<file path="config.mk">
export PLATFORM = sky130hd
export DESIGN_NAME = mm_bank_picker
export DESIGN_NICKNAME = d
export VERILOG_FILES = /design/src/rtl/mmsel_pkg.sv /design/src/rtl/mm_bank_track.sv /design/src/rtl/mm_pick_chain.sv /design/src/rtl/mm_bank_picker.sv
export SDC_FILE = /design/constraint.sdc
export NUM_CORES = 1
export LEC_CHECK = 0
export CORE_MARGIN = 3
export CORE_UTILIZATION = 34
export CTS_CLUSTER_SIZE = 8
export DETAILED_ROUTE_END_ITERATION = 8
export DONT_BUFFER_PORTS = 1
export HOLD_SLACK_MARGIN = 0.03
export PLACE_DENSITY_LB_ADDON = 0.05
export SLEW_MARGIN = 30
export SYNTH_ARGS = -nofsm -noshare
export SYNTH_HDL_FRONTEND = slang
export SYNTH_SLANG_ARGS = --single-unit
</file>
<file path="constraint.sdc">
create_clock -name clk -period 7.5 [get_ports clk]
set_clock_uncertainty 0.05 [all_clocks]
set_input_delay 1.5 -clock clk [delete_from_list [all_inputs] [get_ports clk]]
set_output_delay 1.5 -clock clk [all_outputs]
set_load 0.02 [all_outputs]
</file>
<file path="src/rtl/mmsel_pkg.sv">
package mmsel_pkg;
  // width of an index into n items (at least one bit)
  function automatic int unsigned idx_width(input int unsigned n);
    return (n < 2) ? 1 : $clog2(n);
  endfunction

  // width of a counter that must reach the value lim
  function automatic int unsigned cnt_width(input int unsigned lim);
    return $clog2(lim + 1);
  endfunction
endpackage

</file>
<file path="src/rtl/mm_bank_track.sv">
module mm_bank_track #(
  parameter int NPORT = 5,
  parameter int TS_W  = 4,
  parameter int DEPTH = 4
) (
  input  logic                  clk,
  input  logic                  rst,
  input  logic [NPORT*TS_W-1:0] q_ts,
  output logic [NPORT-1:0]      hit,
  output logic                  full,
  input  logic                  set_en,
  input  logic [TS_W-1:0]       set_ts,
  input  logic                  clr_en,
  input  logic [TS_W-1:0]       clr_ts
);
  import mmsel_pkg::*;
  localparam int SLOTS = 2 ** TS_W;
  localparam int CW    = cnt_width(DEPTH);

  logic [SLOTS-1:0] occ, occ_nxt;
  logic [CW-1:0]    cnt, cnt_nxt;
  logic             clr_hit;

  always_comb begin
    for (int p = 0; p < NPORT; p++) hit[p] = occ[q_ts[p*TS_W +: TS_W]];
  end

  assign full    = (cnt == CW'(DEPTH));
  assign clr_hit = clr_en && occ[clr_ts];

  always_comb begin
    occ_nxt = occ;
    if (clr_en) occ_nxt[clr_ts] = 1'b0;
    if (set_en) occ_nxt[set_ts] = 1'b1;
    cnt_nxt = cnt + CW'(set_en) - CW'(clr_hit);
  end

  always_ff @(posedge clk) begin
    if (rst) begin
      occ <= '0;
      cnt <= '0;
    end else begin
      occ <= occ_nxt;
      cnt <= cnt_nxt;
    end
  end

  assert_no_dup_ts_R4: assert property (@(posedge clk) disable iff (rst)
    set_en |-> !occ[set_ts]);
  assert_no_overfill_R6: assert property (@(posedge clk) disable iff (rst)
    set_en |-> !full);
  assert_cnt_bound_R6: assert property (@(posedge clk) disable iff (rst)
    cnt <= CW'(DEPTH));
  assert_clear_done_R8: assert property (@(posedge clk) disable iff (rst)
    (clr_en && !(set_en && set_ts == clr_ts)) |=> !occ[$past(clr_ts)]);
endmodule

</file>
<file path="src/rtl/mm_pick_chain.sv">
module mm_pick_chain #(
  parameter int NPORT = 5,
  parameter int NBANK = 5,
  parameter int TS_W  = 4,
  parameter int BI_W  = 3
) (
  input  logic [NPORT-1:0]       req_vld,
  input  logic [NPORT*TS_W-1:0]  req_ts,
  input  logic [NPORT*NBANK-1:0] hit,
  input  logic [NBANK-1:0]       full,
  input  logic                   dep_vld,
  input  logic [TS_W-1:0]        dep_ts,
  output logic [NPORT-1:0]       ok,
  output logic [NPORT*BI_W-1:0]  bank
);
  logic [NBANK-1:0] taken;

  // ports resolve in ascending priority; each claims the lowest free bank
  always_comb begin
    taken = '0;
    ok    = '0;
    bank  = '0;
    for (int p = 0; p < NPORT; p++) begin
      logic found;
      found = 1'b0;
      if (req_vld[p] && !(dep_vld && dep_ts == req_ts[p*TS_W +: TS_W])) begin
        for (int b = 0; b < NBANK; b++) begin
          if (!found && !hit[p*NBANK + b] && !full[b] && !taken[b]) begin
            found                  = 1'b1;
            ok[p]                  = 1'b1;
            bank[p*BI_W +: BI_W]   = BI_W'(b);
            taken[b]               = 1'b1;
          end
        end
      end
    end
  end
endmodule

</file>
<file path="src/rtl/mm_bank_picker.sv">
module mm_bank_picker #(
  parameter int NPORT = 5,
  parameter int NBANK = 5,
  parameter int TS_W  = 4,
  parameter int DEPTH = 4,
  parameter int BI_W  = mmsel_pkg::idx_width(NBANK)
) (
  input  logic                  clk,
  input  logic                  rst,
  input  logic [NPORT-1:0]      req_vld,
  input  logic [NPORT*TS_W-1:0] req_ts,
  input  logic                  dep_vld,
  input  logic [TS_W-1:0]       dep_ts,
  output logic [NPORT-1:0]      gnt_ok,
  output logic [NPORT*BI_W-1:0] gnt_bank
);
  logic [NPORT*NBANK-1:0] hit;
  logic [NBANK-1:0]       full;
  logic [NPORT-1:0]       pick_ok;
  logic [NPORT*BI_W-1:0]  pick_bank;
  logic [NBANK-1:0]       set_en;
  logic [NBANK*TS_W-1:0]  set_ts;

  // route each winning port's timestamp to the bank it claimed
  always_comb begin
    set_en = '0;
    set_ts = '0;
    for (int b = 0; b < NBANK; b++) begin
      for (int p = 0; p < NPORT; p++) begin
        if (pick_ok[p] && pick_bank[p*BI_W +: BI_W] == BI_W'(b)) begin
          set_en[b]             = 1'b1;
          set_ts[b*TS_W +: TS_W] = req_ts[p*TS_W +: TS_W];
        end
      end
    end
  end

  for (genvar b = 0; b < NBANK; b++) begin : g_bank
    logic [NPORT-1:0] bhit;
    mm_bank_track #(.NPORT(NPORT), .TS_W(TS_W), .DEPTH(DEPTH)) trk_i (
      .clk    (clk),
      .rst    (rst),
      .q_ts   (req_ts),
      .hit    (bhit),
      .full   (full[b]),
      .set_en (set_en[b]),
      .set_ts (set_ts[b*TS_W +: TS_W]),
      .clr_en (dep_vld),
      .clr_ts (dep_ts)
    );
    for (genvar p = 0; p < NPORT; p++) begin : g_hit
      assign hit[p*NBANK + b] = bhit[p];
    end
  end

  mm_pick_chain #(.NPORT(NPORT), .NBANK(NBANK), .TS_W(TS_W), .BI_W(BI_W)) pick_i (
    .req_vld (req_vld),
    .req_ts  (req_ts),
    .hit     (hit),
    .full    (full),
    .dep_vld (dep_vld),
    .dep_ts  (dep_ts),
    .ok      (pick_ok),
    .bank    (pick_bank)
  );

  always_ff @(posedge clk) begin
    if (rst) begin
      gnt_ok   <= '0;
      gnt_bank <= '0;
    end else begin
      gnt_ok   <= pick_ok;
      gnt_bank <= pick_bank;
    end
  end

  for (genvar i = 0; i < NPORT; i++) begin : g_chk
    assert_grant_needs_req_R2: assert property (@(posedge clk) disable iff (rst)
      gnt_ok[i] |-> $past(req_vld[i]));
    assert_departing_refused_R9: assert property (@(posedge clk) disable iff (rst)
      ($past(req_vld[i]) && $past(dep_vld) &&
       $past(dep_ts) == $past(req_ts[i*TS_W +: TS_W])) |-> !gnt_ok[i]);
    for (genvar j = i + 1; j < NPORT; j++) begin : g_pair
      assert_no_shared_bank_R3: assert property (@(posedge clk) disable iff (rst)
        !(gnt_ok[i] && gnt_ok[j] &&
          gnt_bank[i*BI_W +: BI_W] == gnt_bank[j*BI_W +: BI_W]));
    end
  end
endmodule

</file>
==> qor.txt <==
Sequential-to-total area share from yosys stat: 0.230
Worst-path clk slew: 0.07 ns
Starting Density: 0.347
Root Buffer: clkbuf_16
RSZ-0062 raised after global routing: false
Arrival time of the worst setup path: 6.17 ns
Non-filler cells in the finished layout: 1329
Power, Total: 3.30 mW
Crit path max-delay cell type: nor2_1
DP Wirelength: 30300 µm
Synth Area in XOR/XNOR: 0.0263
Share of layout cells above drive strength 1: 0.233
Clk pwr share: 0.265
CTS max path bufs: 2
Fillers: 2966
First-pass GRT wire length: 62900 µm
Mux share of post-synthesis cell area: 0.336
Iteration-0 DRC Markers: 1232
H-Tree Level Count: 4
Main combinational cell family by area after synthesis: multiplexers
M2 GR Usage: 0.410
Final Hold Fails: 0
Final Net Count: 979
Critical path class: input pin to register
Synth Area in Simple Gates: 0.151
Final wirelength: 43000 µm
CTS Buf Count: 17
Mean Syn Cell Area: 10.3 µm²
Share of power burned in registers: 0.287
Switching pwr: 1.38 mW
Final worst path period need: 5.91 ns
Worst vdd ir: 0.164 mV
Final setup viols: 0
Row count: 62
Die area: 31500 µm²
Setup TNS: 0 ns
F_max: 0.169 GHz
Postcts setup bufs: 0
Initial antenna violation count: 3
Gr busiest metal: met2
Yosys warning count: 0
Vert. Die Dim: 178 µm
Gate power share: 0.448
Post-route ant nets: 0
Static leakage: 3.79 nW
CP Launch Type: input pin
Fin area: 10900 µm²
Total number of vias: 8990
Drc violations: 0
P_int: 1.93 mW
Power density cells: 304 nW/µm²
GRT overflow: 0
Number of enable flip-flop cells after synthesis: 0
Worst EP required: 7.76 ns
#FFs+latches synth: 115
CTS Sinks: 115
Top cells by area, synth: mux4_2 (29%), dfxtp_1 (23%), nand2_1 (3.1%)
Placed Area: 10300 µm²
Max Cap Viol: 0
Slew @ Worst Pin: 1.05 ns
Antenna diode count: 0
Largest net degree at the start of global routing: 72
Syn-to-layout area delta: 8.79%
Run status: finished, final reports clean
Post-cts sizing count: 0
Most common cell in the netlist: mux4_2
Crit end category: register
Cell taking the most area after synthesis: mux4_2
Synthesized area: 10000 µm²
Number of global-route vias before repair: 8725
Met1 Resource Use GR: 0.385
Top post-synthesis cells by count: mux4_2 (131), dfxtp_1 (115), nand2_1 (83), nor2_1 (81), a21oi_1 (38)
IO buf count: 0
Vias per cell: 6.76
Sw Share: 0.417
Top-area cell type share of the netlist area: 0.295
Synth Flop Type: dfxtp_1
Synth Area in Compound Gates: 0.185
Final Max Tran Viols: 0
Worst slew margin: 0.290
Crit-path cells: mux4_2 -> mux2_2 -> a221o_1 -> nor3_2 -> a31oi_1 -> and2_1 -> a31oi_1 -> nand2_1 -> nor2_1 -> a211oi_1 -> ha_1 -> inv_1 -> ha_1 -> fa_1 -> xnor2_1 -> xnor2_1 -> nor2_1
Adder-cell share of the synthesized area: 0.0225
CP peak stage delay: 0.57 ns
Syn_nets: 1014
Final Cycle Share: 0.788
Min-Delay Path Class: register to register
Largest fanout on the critical path: 21
Total Routing Usage GR: 0.275
Post-Synthesis Cells: 967
Final design utilization: 0.377
WL per Instance: 32.4 µm
Core Footprint: 28900 µm²
Worst-Skew Late Latency: 0.43 ns
IO Pins: 52
Hold_buf cts: 0
Pre-Repair DR Iteration Count: 5
Post-Place Cells: 1297
Async SR Flop Fraction: 0
Cell variety after synth: 94
Die X: 178 µm
TritonCTS clock tree: done
RePlAce Congestion: 0.939
Grt met3 use: 0.0802
==> registers in the layout (all words and copies together), names as in the netlist <==
| register | cells |
|---|---|
| g_bank.trk_i.occ | 80 |
| g_bank.trk_i.cnt | 15 |
| gnt_ok | 5 |
| gnt_bank | 15 |
==> placed cells by master, fill, tap and decap left out, types with 9 or more instances in the layout <==
master     count
mux4_2       131
and2_1        13
a22o_1        26
clkbuf_16     17
nor3_1        17
nand2b_1       9
a32o_1        21
nand3_1       14
o21ai_0       29
dfxtp_1      115
nor3b_1       10
xnor2_1       15
a211oi_1       9
a22oi_1       12
buf_4         17
inv_1         28
nor2_1        81
a31oi_1       13
ha_1          10
xor2_1        15
a21oi_1       33
nor2b_1       20
nand2_1       83
mux2i_1       26
a221o_1       10
==> power by group through the flow <==
stage / registers, mW / logic (mW) / clock network (mW)
after floorplan: 0.872 / 1.12 / 0
after global placement: 0.955 / 1.46 / 0
after detailed placement: 0.955 / 1.44 / 0
after CTS: 0.942 / 1.45 / 0.891
after global routing: 0.966 / 1.60 / 0.916
final: 0.948 / 1.48 / 0.877
==> final timing paths <==
path / start / end / slack, ns / depth (start not counted)
worst max-delay path: req_ts[0] / g_bank[2].trk_i.cnt[2] / 1.59 / 17
worst min-delay path: g_bank[1].trk_i.occ[9] / g_bank[1].trk_i.occ[9] / 0.50 / 2
worst max register to register: g_bank[0].trk_i.occ[6] / g_bank[2].trk_i.cnt[2] / 2.20 / 17
worst min register to register: g_bank[1].trk_i.occ[9] / g_bank[1].trk_i.occ[9] / 0.50 / 2
==> layer usage <==
metal / up-vias / routed length, µm
met5: - / 41
met4: 6 / 1300
met3: 85 / 4330
met2: 508 / 19000
met1: 4628 / 18300
li1: 3763 / -
==> logic make-up after synthesis <==
family / after synthesis
flops: 115
simple gates: 299
mux: 168
compound gates: 236
buf+inv: 104
fa+ha+maj: 15
xor+xnor: 30
==> metrics by stage <==
| stage | hold slack, ns | worst slack, ns |
|---|---|---|
| finish | 0.502 | 1.59 |
| global route | 0.545 | 1.26 |
| CTS | 0.500 | 1.69 |
| detailed placement | 0.489 | 1.24 |
| global placement | 0.495 | 1.33 |
| floorplan | 0.421 | 1.56 |
==> cell type report <==
| cell class | instances | area [µm²] | share of cell area |
|---|---|---|---|
| multi-input cells | 748 | 7240 | 0.666 |
| flip-flops and latches | 115 | 2300 | 0.212 |
| well taps | 384 | 480 | 0.0441 |
| clock buffers | 20 | 447 | 0.0410 |
| clock inverters | 12 | 156 | 0.0144 |
| repair buffers | 18 | 133 | 0.0122 |
| inverters | 32 | 120 | 0.0110 |
==> critical path: cells and delay by family <==
kind            cells  cell delay (ns)
compound gates      4             1.17
xor+xnor            2             0.32
fa+ha+maj           3             0.90
buf+inv             1             0.04
mux                 2             0.74
simple gates        5             1.49
Note: power is estimated with default switching activity, not from simulation.
